==> config.mk <==
export PLATFORM = sky130hd
export DESIGN_NAME = vga_raster_gen
export DESIGN_NICKNAME = d
export VERILOG_FILES = /design/src/rtl/vga_timing_pkg.sv /design/src/rtl/vga_axis_counter.sv /design/src/rtl/vga_blank_mux.sv /design/src/rtl/vga_raster_gen.sv
export SDC_FILE = /design/constraint.sdc
export NUM_CORES = 1
export LEC_CHECK = 0
export BUFFER_PORTS_ARGS = -buffer_cell sky130_fd_sc_hd__buf_2
export CORE_UTILIZATION = 40
export DETAILED_ROUTE_END_ITERATION = 6
export PLACE_DENSITY = 0.65
export SETUP_SLACK_MARGIN = 0.05
export SLEW_MARGIN = 20
export SYNTH_ARGS = -nofsm -noshare
export SYNTH_HDL_FRONTEND = slang
export SYNTH_HIERARCHICAL = 1
export SYNTH_SLANG_ARGS = --single-unit
==> constraint.sdc <==
create_clock -name clk -period 5.25 [get_ports clk]
set_input_delay 0.2625 -clock clk [delete_from_list [all_inputs] [get_ports clk]]
set_output_delay 0.2625 -clock clk [all_outputs]
set_load 0.05 [all_outputs]
==> src/rtl/vga_timing_pkg.sv <==
// Package: shared constants and helpers for the raster timing generator.
// Assumes three colour channels of equal width, packed red-green-blue from MSB.
package vga_timing_pkg;

    localparam int CHANNELS = 3;

    // Sum of the four intervals that make up one axis period.
    function automatic int axis_total(input int vis, input int fp, input int sync, input int bp);
        return vis + fp + sync + bp;
    endfunction

endpackage

==> src/rtl/vga_axis_counter.sv <==
// Module: vga_axis_counter
// One raster axis: a wrapping position counter plus decode of the visible
// and sync windows. Assumes every interval is at least one count long.
module vga_axis_counter import vga_timing_pkg::*; #(
    parameter int VIS  = 640,
    parameter int FP   = 16,
    parameter int SYNC = 96,
    parameter int BP   = 48,
    localparam int TOTAL = axis_total(VIS, FP, SYNC, BP),
    localparam int W     = $clog2(TOTAL)
) (
    input  logic         clk,
    input  logic         rst_n,
    input  logic         step,
    output logic [W-1:0] cnt,
    output logic         wrap,
    output logic         active,
    output logic         in_sync
);

    localparam logic [W-1:0] LAST       = W'(TOTAL - 1);
    localparam logic [W-1:0] VIS_END    = W'(VIS);
    localparam logic [W-1:0] SYNC_FIRST = W'(VIS + FP);
    localparam logic [W-1:0] SYNC_LAST  = W'(VIS + FP + SYNC - 1);

    // Position register: clears on reset, steps and wraps on each enable.
    always_ff @(posedge clk) begin
        if (!rst_n) begin
            cnt <= '0;
        end else if (step) begin
            cnt <= (cnt == LAST) ? '0 : cnt + 1'b1;
        end
    end

    // Window decode from the current position.
    always_comb begin
        wrap    = step && (cnt == LAST);
        active  = (cnt < VIS_END);
        in_sync = (cnt >= SYNC_FIRST) && (cnt <= SYNC_LAST);
    end

endmodule

==> src/rtl/vga_blank_mux.sv <==
// Module: vga_blank_mux
// Forces every colour channel to zero when the display is not enabled.
// Assumes CHANNELS channels of CH_W bits packed side by side.
module vga_blank_mux import vga_timing_pkg::*; #(
    parameter int CH_W = 4,
    localparam int BUS_W = CHANNELS * CH_W
) (
    input  logic             show,
    input  logic [BUS_W-1:0] color_in,
    output logic [BUS_W-1:0] color_out
);

    // One gate per channel.
    for (genvar ch = 0; ch < CHANNELS; ch++) begin : g_chan
        assign color_out[ch*CH_W +: CH_W] = show ? color_in[ch*CH_W +: CH_W] : '0;
    end

endmodule

==> src/rtl/vga_raster_gen.sv <==
// Module: vga_raster_gen (top)
// Raster timing generator: column and row counters, active-low syncs,
// display enable, visible coordinates, start-of-frame pulse and blanked
// colour. Assumes pix_en is a single-cycle enable per pixel period and
// that the upstream colour is aligned to the coordinates shown this cycle.
module vga_raster_gen import vga_timing_pkg::*; #(
    parameter int H_VIS  = 640,
    parameter int H_FP   = 16,
    parameter int H_SYNC = 96,
    parameter int H_BP   = 48,
    parameter int V_VIS  = 480,
    parameter int V_FP   = 10,
    parameter int V_SYNC = 2,
    parameter int V_BP   = 29,
    parameter int CH_W   = 4,
    localparam int H_TOTAL = axis_total(H_VIS, H_FP, H_SYNC, H_BP),
    localparam int V_TOTAL = axis_total(V_VIS, V_FP, V_SYNC, V_BP),
    localparam int X_W     = $clog2(H_TOTAL),
    localparam int Y_W     = $clog2(V_TOTAL),
    localparam int RGB_W   = CHANNELS * CH_W
) (
    input  logic             clk,
    input  logic             rst_n,
    input  logic             pix_en,
    input  logic [RGB_W-1:0] rgb_in,
    output logic             hsync_n,
    output logic             vsync_n,
    output logic             disp_en,
    output logic [X_W-1:0]   pix_x,
    output logic [Y_W-1:0]   pix_y,
    output logic             sof,
    output logic [RGB_W-1:0] rgb_out
);

    logic [X_W-1:0] h_cnt;
    logic [Y_W-1:0] v_cnt;
    logic h_wrap, h_act, h_sync;
    logic v_wrap, v_act, v_sync;

    // Column axis, stepped by the pixel enable.
    vga_axis_counter #(.VIS(H_VIS), .FP(H_FP), .SYNC(H_SYNC), .BP(H_BP)) i_h_axis (
        .clk(clk), .rst_n(rst_n), .step(pix_en),
        .cnt(h_cnt), .wrap(h_wrap), .active(h_act), .in_sync(h_sync)
    );

    // Row axis, stepped only when the column axis wraps.
    vga_axis_counter #(.VIS(V_VIS), .FP(V_FP), .SYNC(V_SYNC), .BP(V_BP)) i_v_axis (
        .clk(clk), .rst_n(rst_n), .step(h_wrap),
        .cnt(v_cnt), .wrap(v_wrap), .active(v_act), .in_sync(v_sync)
    );

    // Output decode: syncs, enable, coordinates and frame marker.
    always_comb begin
        hsync_n = ~h_sync;
        vsync_n = ~v_sync;
        disp_en = h_act & v_act;
        pix_x   = disp_en ? h_cnt : '0;
        pix_y   = disp_en ? v_cnt : '0;
        sof     = pix_en && (h_cnt == '0) && (v_cnt == '0);
    end

    // Colour blanking outside the visible area.
    vga_blank_mux #(.CH_W(CH_W)) i_blank (
        .show(disp_en), .color_in(rgb_in), .color_out(rgb_out)
    );

endmodule

==> parameters.txt, run 1 <==
Parameter                              Value

Setup path
  Slack of the worst reg-to-reg path    2960 ps
  Crit path buf inv count    1
  Largest delay contributor family on the critical path    simple AND/OR/NAND/NOR gates
  Critical-path maximum fanout    21
  Startpoint of the most critical setup path    i_v_axis/cnt[7]$_SDFFE_PN0P_
  Critical Path Max Stage Delay    780 ps
  Data arrival, critical path    2510 ps
  Slowest cell on the critical path    nor2b_1
  Cells traversed along the worst timing path    nand4_2 > nor2b_1 > and2_1 > and2_2 > buf_2
  RR Startpoint    i_h_axis/cnt[0]$_SDFFE_PN0P_
  Critical path required time    4990 ps
  Setup crit start kind    flip-flop
  Kind of end point of the critical path    output pin
  Critical setup path kind    flip-flop to output pin

CTS
  CTS Buf Count    3
  Clock Path Buffers    2
  Clock Root Buffer    clkbuf_4
  Sinks on Clock Net    20
  CTS H-tree depth    1
  Worst-Skew Late Latency    310 ps
  CTS tree    done
  Number of instances resized during post-cts repair    0
  Post-CTS setup buffer count    0
  Clock transition at the register clock pins on the worst setup and hold paths after CTS    120 ps
  Number of hold buffers added after cts    0

Job
  # Max-Cap Violations    0

Power
  Power density over cell area    204 nW/um2
  VDD IR-drop max    109 uV
  Power spent charging and discharging nets    96.2 uW
  Proportion of power drawn by combinational gates    0.162
  Power after layout    344 uW
  Int Pwr    248 uW
  Clock share of power    0.380
  Share of total power consumed by net switching    0.280
  Lkg Pwr    0.801 nW
  Sequential power share    0.458

Drt
  First-pass detailed-route iteration total    4
  Average wire length per cell after detail routing    13.4 um
  Total DRC errors in the routed layout    0
  Total via count in the routed design    1,414
  Initial DRC count    88
  Number of routed nets with antenna violations    0
  Routed WL    3440 um
  Number of vias per cell    5.50

Synth
  Total of warnings raised by yosys    6
  Mean instance size in the synthesized netlist    8.14 um2
  Post-synth design cell area    1360 um2
  Post-Synthesis Net Count    186
  Cell count after synthesis    167

Placement
  Cell area after placement    1630 um2
  Number of buffer cells added on primary ports    50
  # placed instances    253
  Dpl hpwl    2560 um
  Worst slack at placement    2780 ps
  Placer's final routability congestion estimate    0.795

Global route
  Leftover overflow at the end of global routing    0
  Number of global-route vias before repair    1,163
  Total Routing Usage GR    0.186
  Maximum number of pins on one net before global-route repair    22
  Global-route wire length before repair    5100 um
  Initial antenna violation count    0

Timing
  Relative slew slack    0.356
  Transition time of the tightest slew-check pin    964 ps
  Unrepaired setup endpoints after global routing    no
  Worst-case setup margin in the final layout    2470 ps
  Worst clock skew on the final layout    2.39 ps
  Final sum of negative setup slack    0 ps
  Post-route minimum period    2780 ps
  Number of setup violations in the final report    0
  Worst hold margin    223 ps
  Number of hold violations in the final report    0
  Peak Freq    360 MHz
  Max-slew violation count    0
  Portion of the clock cycle consumed by the worst path in the final layout    0.529

Status
  Status    completed

Worst hold path
  Startpoint of the tightest hold check path    rst_n
  Path class of the lowest-slack min-delay path    primary input to flip-flop

Final layout
  Area of the multi-input gates    875 um2
  Most common cell after layout, fill and taps aside    buf_2
  Final Core Density    0.538
  Area added between synthesis and finish    23.6%
  Commonest non-fill, non-tap cells in the layout    50 x buf_2, 20 x dfxtp_1, 19 x and3_1
  Ratio of cells with drive above 1 in the final layout    0.343
  Antenna diodes    0
  Filler-free cell count of the finished design    257
  Filler Cell Count    304
  Final std cell area, no fill    1680 um2
  Footprint of the flip-flops and latches    400 um2
  Final net count    233

Floorplan
  Die Footprint    3640 um2
  Floorplan core area    3130 um2
  Number of I/O pins    51
  Die Wd    60.3 um
  Row cnt    20
  Initial standard-cell utilization of the core    0.435
  Die height    60.3 um
layer usage:
metal	track usage	routed length [um]	vias to the layer above
li1	-	-	694
met1	0.227	1570	650
met2	0.327	1580	63
met3	0.0325	241	7
met4	0.0631	47	0
met5	0	0	-
cell type report:
| cell class | instances | share of cell area |
|---|---|---|
| Tap cell | 44 | 0.0327 |
| Inverter | 9 | 0.0201 |
| Clock buffer | 3 | 0.0134 |
| Multi-Input combinational cell | 128 | 0.520 |
| Clock inverter | 1 | 0.0179 |
| Sequential cell | 20 | 0.238 |
| Timing Repair Buffer | 52 | 0.158 |
worst paths after layout:
path | endpoint | depth (start not counted)
max | rgb_out[5] | 5
min | i_h_axis/cnt[8]$_SDFFE_PN0P_ | 2
max reg2reg | i_v_axis/cnt[7]$_SDFFE_PN0P_ | 7
min reg2reg | i_h_axis/cnt[9]$_SDFFE_PN0P_ | 2
flip-flops by register name (all words and copies together) (netlist names):
name and flops:
i_h_axis/cnt 10, i_v_axis/cnt 10
power by group through the flow:
stage	Clock (mW)	Combinational [mW]	Sequential, mW
floorplan	0	0.0422	0.160
global placement	0	0.0553	0.161
detailed placement	0	0.0559	0.161
CTS	0.132	0.0560	0.157
global route	0.137	0.0595	0.158
finish	0.131	0.0557	0.157
worst register-to-register path, delay by kind of cell (launching register included):
kind	cells	cell delay, ps
AOI/OAI and AO/OA	1	160
adders and majority gates	1	240
buffers and inverters	1	220
DFF	1	540
and+or+nand+nor	4	1060
(Power assumes the default switching activity.)
==> run 2: changes to the inputs <==
--- a/config.mk
+++ b/config.mk
@@ -8,7 +8,7 @@
 export BUFFER_PORTS_ARGS = -buffer_cell sky130_fd_sc_hd__buf_2
 export CORE_UTILIZATION = 40
 export DETAILED_ROUTE_END_ITERATION = 6
-export PLACE_DENSITY = 0.65
+export PLACE_DENSITY = 0.68
 export SETUP_SLACK_MARGIN = 0.05
 export SLEW_MARGIN = 20
 export SYNTH_ARGS = -nofsm -noshare
==> constraint.sdc (replaced) <==
create_clock -name clk -period 2.45 [get_ports clk]
set_input_delay 0.1225 -clock clk [delete_from_list [all_inputs] [get_ports clk]]
set_output_delay 0.1225 -clock clk [all_outputs]
set_load 0.05 [all_outputs]
==> parameters.txt, run 2 (synthesized netlist as in run 1, its figures left out) <==
Parameter                              Value

Drt
  Initial DRC count    44 (was 88)
  First-pass detailed-route iteration total    4 (unchanged)
  Number of vias per cell    5.33 (was 5.50)
  Number of routed nets with antenna violations    0 (unchanged)
  Routed WL    3440 um (about the same)
  Total via count in the routed design    1,391 (was 1,414)
  Total DRC errors in the routed layout    0 (unchanged)
  Average wire length per cell after detail routing    13.2 um (was 13.4 um)

Final layout
  Ratio of cells with drive above 1 in the final layout    0.364 (was 0.343)
  Antenna diodes    0 (unchanged)
  Commonest non-fill, non-tap cells in the layout    50 x buf_2, 19 x and3_1, 19 x dfxtp_1 (was 50 x buf_2, 20 x dfxtp_1, 19 x and3_1)
  Largest registers    i_h_axis/cnt x10, i_v_axis/cnt x10 (unchanged)
  Final net count    238 (was 233)
  Filler-free cell count of the finished design    261 (was 257)
  Area added between synthesis and finish    24.8% (was 23.6%)
  Most common cell after layout, fill and taps aside    buf_2 (unchanged)

Power
  Int Pwr    425 uW (was 248 uW)
  VDD IR-drop max    271 uV (was 109 uV)
  Power after layout    619 uW (was 344 uW)
  Sequential power share    0.539 (was 0.458)
  Proportion of power drawn by combinational gates    0.203 (was 0.162)
  Share of total power consumed by net switching    0.314 (was 0.280)
  Lkg Pwr    0.826 nW (was 0.801 nW)
  Clock share of power    0.257 (was 0.380)
  Power density over cell area    365 nW/um2 (was 204 nW/um2)
  Power spent charging and discharging nets    194 uW (was 96.2 uW)

Status
  Status    completed (unchanged)

Timing
  Post-route minimum period    2200 ps
  Final sum of negative setup slack    0 ps (unchanged)
  Peak Freq    455 MHz
  Portion of the clock cycle consumed by the worst path in the final layout    0.898
  Unrepaired setup endpoints after global routing    no (unchanged)
  Transition time of the tightest slew-check pin    654 ps (was 964 ps)
  Worst clock skew on the final layout    5.00 ps (was 2.39 ps)
  Relative slew slack    0.560 (was 0.356)
  Max-slew violation count    0 (unchanged)
  Number of hold violations in the final report    0 (unchanged)
  Number of setup violations in the final report    0 (unchanged)

Floorplan
  Row cnt    20 (unchanged)
  Initial standard-cell utilization of the core    0.435 (unchanged)
  Die Wd    60.3 um (unchanged)
  Number of I/O pins    51 (unchanged)
  Floorplan core area    3130 um2 (unchanged)
  Die height    60.3 um (unchanged)
  Die Footprint    3640 um2 (unchanged)

Placement
  Placer's final routability congestion estimate    0.833 (was 0.795)
  # placed instances    258 (was 253)
  Number of buffer cells added on primary ports    50 (unchanged)
  Dpl hpwl    2530 um (was 2560 um)

Setup path
  Critical-path maximum fanout    10 (was 21)
  Critical setup path kind    flip-flop to flip-flop (was flip-flop to output pin)
  Data arrival, critical path    2440 ps (was 2510 ps)
  Setup crit start kind    flip-flop (unchanged)
  Kind of end point of the critical path    flip-flop (was output pin)
  Critical path required time    2690 ps (was 4990 ps)

CTS
  CTS Buf Count    3 (unchanged)
  Post-CTS setup buffer count    0 (unchanged)
  Worst-Skew Late Latency    300 ps (was 310 ps)
  Clock Root Buffer    clkbuf_4 (unchanged)
  CTS tree    done (unchanged)
  Clock transition at the register clock pins on the worst setup and hold paths after CTS    120 ps (about the same)
  Sinks on Clock Net    20 (unchanged)
  CTS H-tree depth    1 (unchanged)
  Clock Path Buffers    2 (unchanged)

Global route
  Global-route wire length before repair    5380 um (was 5100 um)
  Leftover overflow at the end of global routing    0 (unchanged)
  Initial antenna violation count    0 (unchanged)
  Maximum number of pins on one net before global-route repair    22 (unchanged)
  Total Routing Usage GR    0.196 (was 0.186)
  Number of global-route vias before repair    1,170 (was 1,163)

Job
  # Max-Cap Violations    0 (unchanged)

Worst hold path
  Path class of the lowest-slack min-delay path    primary input to flip-flop (unchanged)
-- run 2: repair_timing --
item	in CTS	in global routing
setup endpoints to repair	13	14
gates resized for setup	1	2
hold buffers	0	0
pin swaps	0	0
-- run 2: path summary, 6_finish.rpt --
kind	slack, ps	from	cells past startpoint	end
max	250	i_h_axis/cnt[1]$_SDFFE_PN0P_	7	i_v_axis/cnt[9]$_SDFFE_PN0P_
max reg2reg	250	i_h_axis/cnt[1]$_SDFFE_PN0P_	7	i_v_axis/cnt[9]$_SDFFE_PN0P_
min	80	rst_n	2	i_h_axis/cnt[8]$_SDFFE_PN0P_
min reg2reg	570	i_v_axis/cnt[8]$_SDFFE_PN0P_	2	i_v_axis/cnt[8]$_SDFFE_PN0P_
-- run 2: area by class of cell --
class	count	area, um2
clock buffers	3	22.5
fillers	314	1430
inverters	9	33.8
multi-input cells	128	882
flip-flops and latches	20	402
well taps	44	55.1
repair buffers	57	303
-- run 2: worst max-delay path, cell delays in order, from the launching register on --
cell     delay (ps)
dfxtp_2         430
ha_1            210
nand4_2         210
nor4_1          320
buf_4           230
nand4_4         140
or4_4           450
a21oi_2         140
-- run 2: layer usage --
metal	global-route usage	share of wire
met4	0.0498	0
met2	0.311	0.45
met5	0	0
met3	0.0260	0.063
met1	0.277	0.48
-- run 2: power groups by stage --
stage | clock (mW) | combinational (mW) | sequential [mW]
floorplan | 0 | 0.0904 | 0.342
global placement | 0 | 0.126 | 0.341
detailed placement | 0 | 0.126 | 0.341
CTS | 0.167 | 0.126 | 0.334
global route | 0.180 | 0.137 | 0.335
finish | 0.159 | 0.126 | 0.334
-- run 2: through the flow --
step	setup slack, ps	instance area [um2]	hold WS [ps]	utilization
after floorplan	364	1360	254	-
after detailed placement	193	1670	405	0.533
after global placement	193	1670	406	0.533
after CTS	137	1690	70.4	0.541
after global routing	133	1700	66.1	0.543
final	250	1700	81.6	0.543
==> run 3: changes to the inputs <==
--- a/config.mk
+++ b/config.mk
@@ -6,9 +6,9 @@
 export NUM_CORES = 1
 export LEC_CHECK = 0
 export BUFFER_PORTS_ARGS = -buffer_cell sky130_fd_sc_hd__buf_2
-export CORE_UTILIZATION = 40
+export CORE_UTILIZATION = 44
 export DETAILED_ROUTE_END_ITERATION = 6
-export PLACE_DENSITY = 0.68
+export PLACE_DENSITY = 0.73
 export SETUP_SLACK_MARGIN = 0.05
 export SLEW_MARGIN = 20
 export SYNTH_ARGS = -nofsm -noshare
==> constraint.sdc (replaced) <==
create_clock -name clk -period 1.85 [get_ports clk]
set_input_delay 0.0925 -clock clk [delete_from_list [all_inputs] [get_ports clk]]
set_output_delay 0.0925 -clock clk [all_outputs]
set_load 0.05 [all_outputs]
==> parameters.txt, run 3 (synthesized netlist as in run 1, its figures left out) <==
Parameter                              Value

Final layout
  Filler Cell Count    251 (was 314)
  Area added between synthesis and finish    38.1% (was 24.8%)
  Footprint of the flip-flops and latches    419 um2 (was 402 um2)
  Most common cell after layout, fill and taps aside    buf_2 (unchanged)
  Ratio of cells with drive above 1 in the final layout    0.461 (was 0.364)
  Largest registers    i_h_axis/cnt x10, i_v_axis/cnt x10 (unchanged)
  Final Core Density    0.658 (was 0.543)
  Area of the multi-input gates    917 um2 (was 882 um2)
  Final net count    249 (was 238)
  Commonest non-fill, non-tap cells in the layout    27 x buf_2, 26 x clkbuf_4, 19 x and3_1 (was 50 x buf_2, 19 x and3_1, 19 x dfxtp_1)
  Antenna diodes    0 (unchanged)

Drt
  Total DRC errors in the routed layout    8 (was 0)
  Number of routed nets with antenna violations    0 (unchanged)
  First-pass detailed-route iteration total    7 (was 4)
  Total via count in the routed design    1,492 (was 1,391)
  Routed WL    3790 um (was 3440 um)
  Average wire length per cell after detail routing    14.6 um (was 13.2 um)
  Number of vias per cell    5.76 (was 5.33)
  Initial DRC count    78 (was 44)

CTS
  Clock Root Buffer    clkbuf_4 (unchanged)
  Clock transition at the register clock pins on the worst setup and hold paths after CTS    110 ps (was 120 ps)
  CTS tree    done (unchanged)
  Sinks on Clock Net    20 (unchanged)
  Worst-Skew Late Latency    300 ps (about the same)
  Clock Path Buffers    2 (unchanged)
  Number of hold buffers added after cts    0 (unchanged)
  CTS H-tree depth    1 (unchanged)
  CTS Buf Count    3 (unchanged)

Status
  Status    complete, but fails checks (was completed)
  Violations in the final reports    design-rule violations

Timing
  Relative slew slack    0.771 (was 0.560)
  Number of hold violations in the final report    0 (unchanged)
  Peak Freq    560 MHz
  Post-route minimum period    1780 ps
  Transition time of the tightest slew-check pin    339 ps (was 654 ps)
  Number of setup violations in the final report    0 (unchanged)
  Worst clock skew on the final layout    3.96 ps (was 5.00 ps)
  Unrepaired setup endpoints after global routing    yes (was no)
  Max-slew violation count    0 (unchanged)
  Portion of the clock cycle consumed by the worst path in the final layout    0.965
  Final sum of negative setup slack    0 ps (unchanged)

Setup path
  Critical Path Max Stage Delay    410 ps (was 450 ps)
  Critical-path maximum fanout    13 (was 10)
  Kind of end point of the critical path    output pin (was flip-flop)
  Slowest cell on the critical path    dfxtp_4 (was or4_4)
  Largest delay contributor family on the critical path    simple AND/OR/NAND/NOR gates (unchanged)
  Crit path buf inv count    1 (unchanged)
  Setup crit start kind    flip-flop (unchanged)
  Cell occurring most often along the worst timing path    and2_2
  Critical setup path kind    flip-flop to output pin (was flip-flop to flip-flop)
  Cells traversed along the worst timing path    nand4_2 > nor2b_1 > and2_2 > and2_2 > clkbuf_4 (was ha_1 > nand4_2 > nor4_1 > buf_4 > nand4_4 > or4_4 > a21oi_2)
  Critical path required time    1760 ps (was 2690 ps)
  Data arrival, critical path    1690 ps (was 2440 ps)

Floorplan
  Initial standard-cell utilization of the core    0.477 (was 0.435)
  Row cnt    19 (was 20)
  Die height    57.6 um (was 60.3 um)
  Floorplan core area    2850 um2 (was 3130 um2)
  Die Footprint    3320 um2 (was 3640 um2)
  Die Wd    57.6 um (was 60.3 um)
  Number of I/O pins    51 (unchanged)

Global route
  Leftover overflow at the end of global routing    0 (unchanged)
  Global-route wire length before repair    5780 um (was 5380 um)
  Initial antenna violation count    0 (unchanged)
  Total Routing Usage GR    0.223 (was 0.196)
  Number of global-route vias before repair    1,308 (was 1,170)
  Maximum number of pins on one net before global-route repair    21 (was 22)

Power
  Lkg Pwr    0.857 nW (was 0.826 nW)
  VDD IR-drop max    417 uV (was 271 uV)
  Power after layout    825 uW (was 619 uW)
  Power density over cell area    439 nW/um2 (was 365 nW/um2)

Placement
  Dpl hpwl    2730 um (was 2530 um)
  Number of buffer cells added on primary ports    50 (unchanged)
  Placer's final routability congestion estimate    0.889 (was 0.833)

Job
  # Max-Cap Violations    0 (unchanged)

Worst hold path
  Path class of the lowest-slack min-delay path    primary input to flip-flop (unchanged)
[run 3: cell types whose count changed in the layout (fill, tap and decap cells not counted), moves of 2 or more]
cell,change
dfxtp_2,+2
and2_2,+5
buf_2,-23
dfxtp_1,-6
dfxtp_4,+4
clkbuf_4,+23
and2_1,-5
buf_4,+10
[run 3: final cells by class]
type                            count  share of cell area
Inverter                            9              0.0180
Clock buffer                        3              0.0120
Tap cell                           31              0.0207
Sequential cell                    20               0.223
Multi-Input combinational cell    128               0.488
Timing Repair Buffer               68               0.238
[run 3: timing repair]
action,in CTS,in global routing
endpoints found under the setup margin,34,38
pin swaps,0,2
buffers inserted,1,2
gates resized for setup,4,36
hold endpoints to repair,0,0
[run 3: worst register-to-register path, delay by kind of cell (launching register included)]
family,cells,cell delay [ps]
compound gates,1,150
fa+ha+maj,1,150
buf+inv,1,170
flops,1,370
simple gates,4,880
[run 3: per-stage QoR]
step | area (um2) | setup slack (ps) | std cells | hold slack (ps)
2_1_floorplan | 1390 | 51.3 | 167 | 224
3_3_place_gp | 1740 | 101 | 253 | 386
3_5_place_dp | 1740 | 36.0 | 253 | 384
4_1_cts | 1780 | 46.4 | 257 | 61.4
5_1_grt | 1880 | -8.66 | 259 | 67.2
6_report | 1880 | 65.3 | 259 | 66.2
[run 3: routing by layer]
layer / global-route usage / part of all wire / vias to the layer above / wire length [um]
met4: 0.0732 / 0.021 / 0 / 79
met3: 0.0249 / 0.072 / 8 / 274
met5: 0 / 0 / - / 0
met1: 0.277 / 0.42 / 689 / 1600
met2: 0.399 / 0.48 / 73 / 1840
li1: - / - / 722 / -
[run 3: final timing paths]
| path | cells past startpoint | startpoint | endpoint | slack [ps] |
|---|---|---|---|---|
| max reg2reg | 7 | i_h_axis/cnt[0]$_SDFFE_PN0P_ | i_v_axis/cnt[7]$_SDFFE_PN0P_ | 70 |
| max | 5 | i_v_axis/cnt[7]$_SDFFE_PN0P_ | rgb_out[9] | 70 |
| min reg2reg | 2 | i_v_axis/cnt[8]$_SDFFE_PN0P_ | i_v_axis/cnt[8]$_SDFFE_PN0P_ | 540 |
| min | 2 | rst_n | i_h_axis/cnt[8]$_SDFFE_PN0P_ | 70 |
[run 3: power by group]
part / switching (mW) / total (mW) / internal (mW)
Clock: 0.131 / 0.207 / 0.0760
Sequential: 0.00465 / 0.435 / 0.430
Combinational: 0.123 / 0.184 / 0.0612
Total: 0.258 / 0.825 / 0.567
